$ cat config.mk
export PLATFORM = sky130hd
export DESIGN_NAME = lru4_lock_sel
export DESIGN_NICKNAME = d
export VERILOG_FILES = /design/src/rtl/lru4_pkg.sv /design/src/rtl/lru4_state_mem.sv /design/src/rtl/lru4_next_state.sv /design/src/rtl/lru4_victim_pick.sv /design/src/rtl/lru4_lock_sel.sv
export SDC_FILE = /design/constraint.sdc
export NUM_CORES = 1
export LEC_CHECK = 0
export BUFFER_PORTS_ARGS = -buffer_cell sky130_fd_sc_hd__buf_2
export CORE_AREA = 3 3 227 118
export DETAILED_ROUTE_END_ITERATION = 12
export DIE_AREA = 0 0 230 121
export SLEW_MARGIN = 20
export SYNTH_ARGS = -nofsm -noshare
export SYNTH_HDL_FRONTEND = slang
export SYNTH_SLANG_ARGS = --single-unit
$ cat constraint.sdc
create_clock -name clk -period 4.4 [get_ports clk]
set_input_delay 0.66 -clock clk [delete_from_list [all_inputs] [get_ports clk]]
set_output_delay 0.66 -clock clk [all_outputs]
set_load 0.1 [all_outputs]
$ cat src/rtl/lru4_pkg.sv
package lru4_pkg;
  typedef logic [1:0] way_t;

  // b0 picks the pair, b1 the way in pair 0/1, b2 the way in pair 2/3
  typedef struct packed {
    logic b0;
    logic b1;
    logic b2;
  } tree_t;

  localparam int unsigned NWAYS  = 4;
  localparam int unsigned NPAIRS = NWAYS / 2;

  function automatic way_t tree_point(input tree_t t);
    way_t w;
    w[1] = t.b0;
    w[0] = t.b0 ? t.b2 : t.b1;
    return w;
  endfunction
endpackage

$ cat src/rtl/lru4_state_mem.sv
module lru4_state_mem
  import lru4_pkg::*;
#(
  parameter int unsigned SETS  = 64,
  parameter int unsigned SET_W = (SETS > 1) ? $clog2(SETS) : 1
) (
  input  logic             clk,
  input  logic             rst,
  input  logic [SET_W-1:0] rd_idx,
  output tree_t            rd_bits,
  input  logic             wr_en,
  input  logic [SET_W-1:0] wr_idx,
  input  tree_t            wr_bits
);
  tree_t store [SETS];

  always_ff @(posedge clk) begin
    if (rst) begin
      for (int s = 0; s < SETS; s++) store[s] <= '0;
    end else if (wr_en) begin
      store[wr_idx] <= wr_bits;
    end
  end

  assign rd_bits = store[rd_idx];
endmodule

$ cat src/rtl/lru4_next_state.sv
module lru4_next_state
  import lru4_pkg::*;
(
  input  tree_t      cur,
  input  logic       acc_en,
  input  logic       acc_hit,
  input  way_t       hit_way,
  input  logic       acc_inv,
  input  logic [3:0] lock_mask,
  output tree_t      nxt,
  output logic       wr_en
);
  logic all_locked;
  assign all_locked = &lock_mask;

  // Lock state only gates the all-locked miss (no fill happens then)
  assign wr_en = acc_en & (acc_hit | ~all_locked);

  always_comb begin
    nxt = cur;
    if (acc_hit) begin
      // hit: point away from the way; invalidation: point at it
      nxt.b0 = acc_inv ? hit_way[1] : ~hit_way[1];
      if (hit_way[1]) nxt.b2 = acc_inv ? hit_way[0] : ~hit_way[0];
      else            nxt.b1 = acc_inv ? hit_way[0] : ~hit_way[0];
    end else begin
      // miss: step away from the current tree choice
      nxt.b0 = ~cur.b0;
      if (cur.b0) nxt.b2 = ~cur.b2;
      else        nxt.b1 = ~cur.b1;
    end
  end
endmodule

$ cat src/rtl/lru4_victim_pick.sv
module lru4_victim_pick
  import lru4_pkg::*;
(
  input  tree_t      cur,
  input  logic [3:0] lock_mask,
  output way_t       victim_way,
  output logic       victim_ok
);
  logic [NPAIRS-1:0] pair_bit;
  logic [NPAIRS-1:0] pair_full;
  logic [NPAIRS-1:0] pair_low;
  logic              use_pair;

  assign pair_bit = {cur.b2, cur.b1};

  for (genvar p = 0; p < NPAIRS; p++) begin : g_pair
    logic lk_lo, lk_hi;
    assign lk_lo        = lock_mask[2*p];
    assign lk_hi        = lock_mask[2*p+1];
    assign pair_full[p] = lk_lo & lk_hi;
    // sibling takes over when one half is locked
    assign pair_low[p]  = lk_lo ? 1'b1 : (lk_hi ? 1'b0 : pair_bit[p]);
  end

  always_comb begin
    if (pair_full[0])      use_pair = 1'b1;
    else if (pair_full[1]) use_pair = 1'b0;
    else                   use_pair = cur.b0;
  end

  assign victim_ok  = ~&lock_mask;
  assign victim_way = victim_ok ? {use_pair, pair_low[use_pair]} : 2'd0;
endmodule

$ cat src/rtl/lru4_lock_sel.sv
module lru4_lock_sel
  import lru4_pkg::*;
#(
  parameter int unsigned SETS  = 64,
  parameter int unsigned SET_W = (SETS > 1) ? $clog2(SETS) : 1
) (
  input  logic             clk,
  input  logic             rst,
  input  logic [SET_W-1:0] set_idx,
  input  logic             acc_en,
  input  logic             acc_hit,
  input  logic [1:0]       hit_way,
  input  logic             acc_inv,
  input  logic [3:0]       lock_mask,
  output logic [1:0]       victim_way,
  output logic             victim_ok,
  output logic [2:0]       lru_bits
);
  tree_t cur, nxt;
  logic  wr_en;

  lru4_state_mem #(.SETS(SETS), .SET_W(SET_W)) u_mem (
    .clk(clk), .rst(rst), .rd_idx(set_idx), .rd_bits(cur),
    .wr_en(wr_en), .wr_idx(set_idx), .wr_bits(nxt)
  );

  lru4_next_state u_nxt (
    .cur(cur), .acc_en(acc_en), .acc_hit(acc_hit), .hit_way(hit_way),
    .acc_inv(acc_inv), .lock_mask(lock_mask), .nxt(nxt), .wr_en(wr_en)
  );

  lru4_victim_pick u_pick (
    .cur(cur), .lock_mask(lock_mask),
    .victim_way(victim_way), .victim_ok(victim_ok)
  );

  assign lru_bits = cur;

  // a locked way is never offered as victim
  a_r7_victim_unlocked: assert property (@(posedge clk) disable iff (rst)
    victim_ok |-> !lock_mask[victim_way]);

  // fully locked set has no victim
  a_r8_all_locked: assert property (@(posedge clk) disable iff (rst)
    (&lock_mask) |-> (!victim_ok && victim_way == 2'd0));

  // after a plain hit the tree points away from that way
  a_r4_hit_away: assert property (@(posedge clk) disable iff (rst)
    (acc_en && acc_hit && !acc_inv) |=>
      (set_idx != $past(set_idx)) ||
      (tree_point(tree_t'(lru_bits)) != $past(hit_way)));

  // after an invalidation the tree points at that way
  a_r5_inv_target: assert property (@(posedge clk) disable iff (rst)
    (acc_en && acc_hit && acc_inv) |=>
      (set_idx != $past(set_idx)) ||
      (tree_point(tree_t'(lru_bits)) == $past(hit_way)));

  // a miss with a free way flips the pair-select bit
  a_r3_miss_flip: assert property (@(posedge clk) disable iff (rst)
    (acc_en && !acc_hit && !(&lock_mask)) |=>
      (set_idx != $past(set_idx)) || (lru_bits[2] != $past(lru_bits[2])));

  // idle cycles and all-locked misses keep the state
  a_r10_hold: assert property (@(posedge clk) disable iff (rst)
    (!acc_en || (!acc_hit && (&lock_mask))) |=>
      (set_idx != $past(set_idx)) || (lru_bits == $past(lru_bits)));
endmodule

## Yosys cells after proc, flatten, opt, wreduce, memory -nomap -nowiden

Memory sizes are Yosys's and may differ from the RTL's.
Index checks and enable logic that the tools add are counted.

- $lt $le $gt $ge: 1
- Multiplexer cells: 24
- Bitwise gates (word level): 10
- Reductions and logical operators: 3

Operators by type and width:

| operator | count |
|---|---|
| 1-bit 2-to-1 mux | 20 |
| 3-bit 2-to-1 mux | 2 |
| 6-bit 2-to-1 mux | 1 |
| 1-bit NOT | 6 |
| 4-bit AND reduction | 1 |
| 1-bit bitwise AND | 3 |
| 3-bit OR reduction | 1 |
| 1-bit by 2-bit less-than comparator with 1-bit output, second input constant | 1 |
| 2-bit 2-to-1 mux | 1 |
| 1-bit logical NOT | 1 |
| 1-bit OR | 1 |

- Register bits: 0
- RAM bits: 192
- Input port bits: 17
- Output and inout bits: 6
- Logic and storage cells: 39
- Memories kept: 1

Memory list:

| name | words | width | read ports | clocked after Yosys merged registers in | write ports | line | text |
|---|---|---|---|---|---|---|---|
| u_mem.store | 64 | 3 | 1 | 0 | 64 | lru4_state_mem.sv:15 | `tree_t store [SETS];` |

## Depth between registers and ports, before layout

- Depth after elaboration: 9
- Depth in mapped cells: 13
- Mapped depth without buffers: 7

## By module

Synthesis repeated with hierarchy kept, for this count alone.

- Cells, all modules: 693
- Area total of the unflattened synthesis: 9,658.0 um^2

Modules (own cells, without submodules):

| module | instances | cells an instance | area each (um^2) | seq. area each (um^2) |
|---|---|---|---|---|
| lru4_state_mem | 1 | 671 | 9,504.1 | 5,765.5 |
| lru4_next_state | 1 | 13 | 96.3 | 0.0 |
| lru4_victim_pick | 1 | 9 | 57.6 | 0.0 |

## Worst setup path before layout

Ideal clock, no wire load.

- Path kind: in2out
- From: input set_idx[1]
- To: output victim_way[0]
- Arrival time: 4.331 ns
- Required time: 3.740 ns
- Setup slack: -0.591 ns
- Stages on the path: 9
- Path buffers: 2
- Cell sequence: buf_2 > buf_2 > mux2_2 > a22oi_1 > a31oi_1 > a2111oi_4 > nand2_2 > a22o_1 > a22oi_1

- Cells in the longest elaborated chain, start to end: 6

Ends and longest elaborated chain:

| element | line | text |
|---|---|---|
| start, declared | lru4_lock_sel.sv:9 | `input logic [SET_W-1:0] set_idx,` |
| memory 64 x 3 bit | -- |  |
| via lru_bits[2] | lru4_lock_sel.sv:17 | `output logic [2:0] lru_bits` |
| 1-bit 2-to-1 mux | lru4_victim_pick.sv:27 | `else if (pair_full[1]) use_pair = 1'b0;` |
| 1-bit 2-to-1 mux | lru4_victim_pick.sv:26 | `if (pair_full[0]) use_pair = 1'b1;` |
| 1-bit 2-to-1 mux (implied by the code) (2 in series) | lru4_victim_pick.sv:32 | `assign victim_way = victim_ok ? {use_pair, pair_low[use_pair]} : 2'd0;` |
| 2-bit 2-to-1 mux | lru4_victim_pick.sv:32 |  |
| end, declared | lru4_lock_sel.sv:15 | `output logic [1:0] victim_way,` |

The timed path passes the listed nets, and every way through them passes these cells. The select of a mux whose other input is x is not followed.

## Final worst setup path

- From: input set_idx[0]
- To: output victim_way[0]

- Cells in the longest elaborated chain, start to end: 6

Ends and longest elaborated chain:

| element | line |
|---|---|
| memory 64 x 3 bit * | -- |
| 1-bit 2-to-1 mux, on equally long branches | lru4_victim_pick.sv:22, lru4_victim_pick.sv:27 |
| 1-bit 2-to-1 mux, on equally long branches | lru4_victim_pick.sv:22, lru4_victim_pick.sv:26 |
| 1-bit 2-to-1 mux (implied by the code) * (2 in series) | lru4_victim_pick.sv:32 |
| 2-bit 2-to-1 mux * | lru4_victim_pick.sv:32 |

Mark *: on every way between the ends. The rest lies on a longest branch, timed or not. The select of a mux whose other input is x is not followed.

==> flow_metrics.tcl <==
set metrics [dict create \
    netlist_instances 850 \
    crit_type "input pin to primary output" \
    max_freq_mhz 241 \
    path_clk_slew_ps 70 \
    cts_hold_buf 0 \
    worst_slack_ps 254 \
    rows 41 \
    start_kind "input pin" \
    layoutNonFillerInstCount 1210 \
    drt-pass1-iter-count 5 \
    dp_hpwl_mm 18.9 \
    cts_made_buffers 17 \
    vias 7541 \
    status "finished clean" \
    seqPwrFrac_pct 48.1 \
    synth_seq_cells 192 \
    antenna_found_initial 0 \
    r2r_slack_ps 1310 \
    cts_resized 0 \
    fin_nets 871 \
    intPower_uw 3140 \
    cts_root_buffer "clkbuf_16" \
    start_util_pct 39.8 \
    overflow 0 \
    slew_viol_final 0 \
    period_minus_slack_ps 4150 \
    place_ws_ps 271 \
    hp-class "input pin to register" \
    leakage_uw 0.00389 \
    grt_pass1_vias 7102 \
    place_inst 1179 \
    regMostFlops "u_mem.store" \
    grt_pass1_wl_mm 45.0 \
    top_regs "u_mem.store: 192 flops" \
    synth-main-ff-cell "edfxtp_1" \
    synthArstFlopShare_pct 0 \
    io_pins 23 \
    drc 0 \
    avgSynthCellArea_um2 11.7 \
    dieArea_mm2 0.0278 \
    drt-total-wl_mm 29.7 \
    max_cap_violations 0 \
    hold_violations 0 \
    clockPowerShare_pct 35.7 \
    finalSetupViolCount 0 \
    cts_max_level 4 \
    switching_share_pct 28.1 \
    p_comb_share_pct 16.2 \
    drtAntennaViolNets 0 \
    die_w_um 230 \
    p_switching_uw 1230 \
    regArea_mm2 0.00577 \
    skew_ps 12.7 \
    setup_tns_ps 0 \
    rsz0062_at_grt "false" \
    grt_max_degree 73 \
    vias_per_cell 6.23 \
    syn_nets 867 \
    clockBufferDepth 2 \
    ys_types 63 \
    fillers 2252 \
    synth_edf_count 192 \
    hold_ws_ps 760 \
    syn_area_mm2 0.00991 \
    cts_tree "built" \
    syn_to_final_growth_pct 12.4 \
    finalCritPeriodShare_pct 94.2 \
    critPathCaptureType "primary output" \
    port_buffers 22 \
    die_y_um 121 \
    wl_per_cell_um 24.6 \
    multi_input_area_mm2 0.00373 \
    diodes 0 \
    tightestPinTransition_ps 839 \
    final_common_cell "edfxtp_1" \
    ys.warnings.count 0 \
    drive_above_1_share_pct 16.1 \
    cp.arrival_ps 3490 \
    clock_sinks 192 \
    first_iter_violations 999 \
    gp_congestion 0.939 \
    largest_register_ffs 192 \
    coreArea_mm2 0.0249 \
    final_util_pct 44.7 \
    powerDensity_mw_per_mm2 392 \
    slew_headroom_pct 43.9 \
    critPathMaxFanout 20 \
    final_cell_mix "192 x edfxtp_1, 144 x nand2_1, 129 x a211oi_1" \
    track_usage_pct 21.7 \
    clock_latency_ps 450 \
    worstPathRequired_ps 3740 \
    cts_setup_buffers 0 \
    yosysSeqAreaShare_pct 58.2 \
    ir_drop_v 0.000269 \
]
## per-layer routing
layer / track usage (%) / routed length [um]
met3: 4.53 / 3050
met4: 6.30 / 543
met5: 0 / 0
met1: 31.6 / 12800
met2: 32.7 / 13400
## worst max-delay path, cell delays in order
cell and delay (ps):
buf_2 280, buf_4 290, and2_1 290, a221oi_1 390, o22ai_1 170, a2111oi_4 460
nand2_2 250, a22o_1 250, a22oi_2 210, buf_12 210
## per-stage QoR
step | total power (uW) | area (um2)
2_1_floorplan | 2560 | 9920
6_report | 4370 | 11100
3_3_place_gp | 2830 | 10600
5_1_grt | 4500 | 11100
3_5_place_dp | 2840 | 10600
4_1_cts | 4360 | 11100
## path summary, 6_finish.rpt
| kind | start | end | cells after the start |
|---|---|---|---|
| setup / recovery | set_idx[0] | victim_way[0] | 10 |
| hold / removal | rst | u_mem.store[53][0] | 3 |
| setup reg to reg | u_mem.store[11][1] | u_mem.store[13][1] | 8 |
| hold reg to reg | u_mem.store[29][0] | u_mem.store[50][0] | 7 |
## cell type report
cell class / count / area share, %
Tap cell: 344 / 3.86
Timing Repair Buffer: 74 / 5.46
Clock buffer: 18 / 3.85
Clock inverter: 13 / 1.29
Inverter: 9 / 0.326
Multi-Input combinational cell: 560 / 33.4
Sequential cell: 192 / 51.8
## cell usage after synthesis, types with 5 or more instances
cell type	n	share of area [%]
buf_6	10	1.1
a31oi_1	10	0.63
nor3_1	5	0.25
clkbuf_1	55	2.1
mux2i_1	24	2.4
mux2_2	8	0.91
a22oi_1	18	1.4
edfxtp_1	192	58
a211oi_1	129	9.8
nand2_1	144	5.5
o211ai_1	5	0.38
nand2b_1	7	0.44
nor3b_1	11	0.83
o2bb2ai_1	5	0.44
o21ai_0	10	0.50
nor2_1	79	3.0
nand3_1	6	0.30
buf_2	22	1.1
inv_1	6	0.23
mux4_2	10	2.3
and3_1	8	0.50
and2_1	5	0.32
a221oi_1	12	1.1
## power by group through the flow
| stage | logic, uW | registers (uW) | clock network [uW] |
|---|---|---|---|
| 2_1_floorplan | 436 | 2120 | 0 |
| 3_3_place_gp | 696 | 2140 | 0 |
| 3_5_place_dp | 701 | 2140 | 0 |
| 4_1_cts | 700 | 2100 | 1560 |
| 5_1_grt | 741 | 2100 | 1660 |
| 6_report | 709 | 2100 | 1560 |
## kinds of logic after synthesis
| kind of cell | after synthesis | share of synthesized area (%) |
|---|---|---|
| AOI/OAI and AO/OA | 226 | 17.8 |
| xor gates and xnor gates | 4 | 0.505 |
| buffers and inverters | 98 | 4.75 |
| DFF | 192 | 58.2 |
| muxes | 45 | 5.94 |
| and+or+nand+nor | 285 | 12.8 |
(Power assumes the default switching activity.)
